## config.mk

```make
export PLATFORM = sky130hd
export DESIGN_NAME = sc_addr_dec
export DESIGN_NICKNAME = d
export VERILOG_FILES = /design/src/rtl/sc_dec_pkg.sv /design/src/rtl/sc_mem_decode.sv /design/src/rtl/sc_io_decode.sv /design/src/rtl/sc_rom_swizzle.sv /design/src/rtl/sc_addr_dec.sv
export SDC_FILE = /design/constraint.sdc
export NUM_CORES = 1
export LEC_CHECK = 0
export CORE_UTILIZATION = 22
export DETAILED_ROUTE_END_ITERATION = 16
export PLACE_DENSITY = 0.85
export SYNTH_ARGS = -nofsm -noshare
export SYNTH_HDL_FRONTEND = slang
export SYNTH_HIERARCHICAL = 1
export SYNTH_SLANG_ARGS = --single-unit
```

## constraint.sdc

```tcl
create_clock -name vclk -period 1.6
set_input_delay 0.16 -clock vclk [all_inputs]
set_output_delay 0.16 -clock vclk [all_outputs]
set_load 0.03 [all_outputs]
```

## src/rtl/sc_dec_pkg.sv

```systemverilog
package sc_dec_pkg;
  typedef enum logic [1:0] {
    REG_PROG = 2'd0,
    REG_IRAM = 2'd1,
    REG_WIN  = 2'd2,
    REG_SROM = 2'd3
  } mem_region_e;

  localparam int unsigned NUM_REGIONS = 4;
endpackage

```

## src/rtl/sc_mem_decode.sv

```systemverilog
module sc_mem_decode
  import sc_dec_pkg::*;
#(
  parameter int unsigned ADDR_W  = 16,
  parameter int unsigned IRAM_AW = 11,
  parameter int unsigned SRAM_AW = 8
) (
  input  logic [ADDR_W-1:0]      addr_i,
  input  logic                   mem_act_i,
  output logic [NUM_REGIONS-1:0] cs_no,
  output logic [IRAM_AW-1:0]     iram_idx_o,
  output logic [SRAM_AW-1:0]     sram_idx_o
);
  mem_region_e region;

  // upper half, then next quarter, then next eighth; rest is program space
  always_comb begin
    if (addr_i[ADDR_W-1])      region = REG_SROM;
    else if (addr_i[ADDR_W-2]) region = REG_WIN;
    else if (addr_i[ADDR_W-3]) region = REG_IRAM;
    else                       region = REG_PROG;
  end

  for (genvar g = 0; g < NUM_REGIONS; g++) begin : g_cs
    assign cs_no[g] = !(mem_act_i && (region == mem_region_e'(g)));
  end

  assign iram_idx_o = addr_i[IRAM_AW-1:0];
  assign sram_idx_o = addr_i[SRAM_AW-1:0];

  logic unused_hi;
  assign unused_hi = ^addr_i[ADDR_W-4:IRAM_AW];
endmodule

```

## src/rtl/sc_io_decode.sv

```systemverilog
module sc_io_decode #(
  parameter int unsigned SEL_W = 3,
  parameter int unsigned N_OUT = 6
) (
  input  logic [SEL_W-1:0] sel_i,
  input  logic             io_act_i,
  output logic [N_OUT-1:0] io_cs_no
);
  localparam int unsigned N_DEC = 1 << SEL_W;

  // codes N_OUT..N_DEC-1 decode to nothing exported
  for (genvar g = 0; g < N_OUT && g < N_DEC; g++) begin : g_io
    assign io_cs_no[g] = !(io_act_i && (sel_i == SEL_W'(g)));
  end
endmodule

```

## src/rtl/sc_rom_swizzle.sv

```systemverilog
module sc_rom_swizzle #(
  parameter int unsigned DATA_W = 8
) (
  input  logic [DATA_W-1:0] rom_i,
  output logic [DATA_W-1:0] cpu_o
);
  // end bits fixed, inner bits mirrored
  for (genvar g = 0; g < DATA_W; g++) begin : g_bit
    localparam int unsigned SRC = (g == 0 || g == DATA_W-1) ? g : DATA_W-1-g;
    assign cpu_o[g] = rom_i[SRC];
  end
endmodule

```

## src/rtl/sc_addr_dec.sv

```systemverilog
module sc_addr_dec
  import sc_dec_pkg::*;
#(
  parameter int unsigned ADDR_W     = 16,
  parameter int unsigned DATA_W     = 8,
  parameter int unsigned IRAM_AW    = 11,
  parameter int unsigned SRAM_AW    = 8,
  parameter int unsigned IO_SEL_LSB = 4,
  parameter int unsigned IO_SEL_W   = 3,
  parameter int unsigned IO_N       = 6
) (
  input  logic [ADDR_W-1:0]  addr_i,
  input  logic               mreq_ni,
  input  logic               iorq_ni,
  input  logic               rd_ni,
  input  logic               wr_ni,
  input  logic [DATA_W-1:0]  rom_data_i,
  input  logic [DATA_W-1:0]  bus_data_i,
  output logic               prog_cs_no,
  output logic               iram_cs_no,
  output logic               win_cs_no,
  output logic               snd_rom_cs_no,
  output logic [IO_N-1:0]    io_cs_no,
  output logic [IRAM_AW-1:0] iram_idx_o,
  output logic [SRAM_AW-1:0] sram_idx_o,
  output logic [DATA_W-1:0]  rd_data_o
);
  logic                   mem_act, io_act;
  logic [NUM_REGIONS-1:0] mem_cs_n;
  logic [DATA_W-1:0]      rom_fixed;

  // both requests low is treated as neither
  assign mem_act = !mreq_ni && iorq_ni && (!rd_ni || !wr_ni);
  assign io_act  = !iorq_ni && mreq_ni;

  sc_mem_decode #(
    .ADDR_W (ADDR_W),
    .IRAM_AW(IRAM_AW),
    .SRAM_AW(SRAM_AW)
  ) u_mem (
    .addr_i    (addr_i),
    .mem_act_i (mem_act),
    .cs_no     (mem_cs_n),
    .iram_idx_o(iram_idx_o),
    .sram_idx_o(sram_idx_o)
  );

  sc_io_decode #(
    .SEL_W(IO_SEL_W),
    .N_OUT(IO_N)
  ) u_io (
    .sel_i   (addr_i[IO_SEL_LSB +: IO_SEL_W]),
    .io_act_i(io_act),
    .io_cs_no(io_cs_no)
  );

  sc_rom_swizzle #(.DATA_W(DATA_W)) u_swz (
    .rom_i(rom_data_i),
    .cpu_o(rom_fixed)
  );

  assign prog_cs_no    = mem_cs_n[REG_PROG];
  assign iram_cs_no    = mem_cs_n[REG_IRAM];
  assign win_cs_no     = mem_cs_n[REG_WIN];
  assign snd_rom_cs_no = mem_cs_n[REG_SROM];

  assign rd_data_o = (!mem_cs_n[REG_SROM] && !rd_ni) ? rom_fixed : bus_data_i;
endmodule

```

==> impl_metrics.yaml <==
setup_path:
  cp-end-kind: "output pin"
  worst-path-max-fanout: 3
  start_kind: "primary input"
  cp.buffers_inverters: 3
  slowest_delay_ps: 420
  critical-path-slowest-cell: "or4b_1"
  worstPathCellList: "buf_2 > a211oi_2 > buf_4 > or4b_1 > clkdlybuf4s15_2"
  critPathTopFamily: "buffers and inverters"
  worst_setup_path_startpoint: "mreq_ni"
  crit_required_ps: 1440
  arrival_ps: 1370
  crit_type: "in2out"
layout:
  nClkBuffers: 0
  area_growth_pct: 103
  nNetsFinal: 123
  final_cells: 110
  regArea_sq_um: 0
  final_common_cell: "clkdlybuf4s50_1"
  fin_util_pct: 48.3
  design_area_sq_um: 843
  diodes: 0
  seq_cell_count: 0
  drive_above_1_share_pct: 52.9
  multi_input_comb_area_sq_um: 239
  fill_cells: 184
  layout_common_cells: "21 x clkdlybuf4s50_1, 16 x buf_4, 11 x buf_6"
logic_synthesis:
  synthAdderAreaFrac_pct: 0
  synth_xor_area_share_pct: 0
  synth_compound_area_share_pct: 1.81
  synth_area_leaders: "buf_4 49%, mux2_2 22%, nand4bb_1 11%"
  synth_area_sq_um: 415
  seq_area_frac_synth_pct: 0
  netlist.area_leader.share_pct: 48.8
  syn_area_per_cell_sq_um: 8.48
  syn_nets: 85
  yosys.area.top_type: "buf_4"
  yosysWarnings: 6
  synthCells: 49
  synthMuxAreaShare_pct: 21.7
  synth_top_family_by_area: "buffers and inverters"
  synth.distinct_cells: 11
  synth_simple_gate_area_share_pct: 26.8
sta:
  max_freq_mhz: 652
  finalSetupViolations: 0
  hold_viol: 0
  fin_tns_setup_ps: 0
  slew_viol_final: 0
  slew_headroom_pct: 79.0
  min_period_over_period_pct: 95.9
  rsz0062_at_grt: "no"
  worst_pin_slew_ps: 316
  period_minus_slack_ps: 1530
drt:
  route.detailed.wl_per_inst_um: 11.4
  antenna_left: 0
  wl_um: 1250
  vias_per_cell: 4.15
  drtIter0Drc: 1
  drc: 0
  first_pass_iters: 2
  num_vias: 457
run:
  drv_cap: 0
floorplanning:
  die-area_sq_um: 2070
  io_pins: 73
  std_cell_rows: 15
  die_y_um: 45.5
  start_util_pct: 23.8
  core-area_sq_um: 1750
  die_w_um: 45.5
status:
  status: "finished, final reports clean"
global_routing:
  antenna_found_initial: 0
  globalRoute.totalOverflow: 0
  grt_max_degree: 8
  grt_util_all_layers_pct: 12.2
  grt_pass1_vias: 445
  grt_pass1_wl_um: 1960
power_and_ir_drop:
  ir_worst_vdd_mv: 0.129
  power_leakage_nw: 0.347
  p_total_mw: 0.226
  power_density_nw_per_um2: 268
place:
  place.gp.congestion: 0.714
  dp_hpwl_um: 1010
  dp.cells: 106
  dpl_cell_area_sq_um: 805
  portBuffers: 50
worst_hold_path:
  min_from: "addr_i[9]"
  hp-class: "in2out"
kinds of logic (layout without fill, tap and decap cells):
| kind of cell | after synthesis | in the layout |
|---|---|---|
| simple gates | 12 | 12 |
| compound gates | 1 | 1 |
| mux | 8 | 8 |
| buf+inv | 28 | 64 |
metrics by stage:
| stage | hold WS (ps) | setup slack, ps |
|---|---|---|
| final | 320 | 65.9 |
| after global routing | 320 | 11.9 |
| after CTS | 320 | 1.23 |
| after detailed placement | 320 | -743 |
| after global placement | 320 | -708 |
| after floorplan | 447 | 127 |
report_power, final:
group / internal, mW / leakage [nW] / switching, mW
clock: 0 / 0 / 0
sequential: 0 / 0 / 0
combinational: 0.128 / 0.347 / 0.0979
final timing paths:
kind            end  slack, ps  cells after the start
max      prog_cs_no         70                      5
min   iram_idx_o[9]        320                      0
Yosys cell counts (all sizes together):
cell type / number
buf: 27
mux2: 8
nand4bb: 4
nand4b: 2
or4b: 2
a211oi: 1
inv: 1
nand2: 1
nand3b: 1
nor2: 1
nor2b: 1
layout make-up:
type	instances	area share, %
inverter	1	0.445
multi-input combinational	21	28.3
tap	25	3.71
timing repair buffer	63	67.5
per-layer routing:
metal,part of all wire [%],GRT usage (%)
met1,32,14.3
met2,60,24.6
met3,7.8,0.397
met4,0.32,1.21
met5,0,0
repair_timing:
item                       in CTS  in global routing
hold buffers                    0                  0
resized for setup              92                  6
pin swaps                       3                  3
cloned                          0                  0
buffers inserted                4                  0
setup endpoints to repair      18                  9
Note: power is estimated with default switching activity, not from simulation.
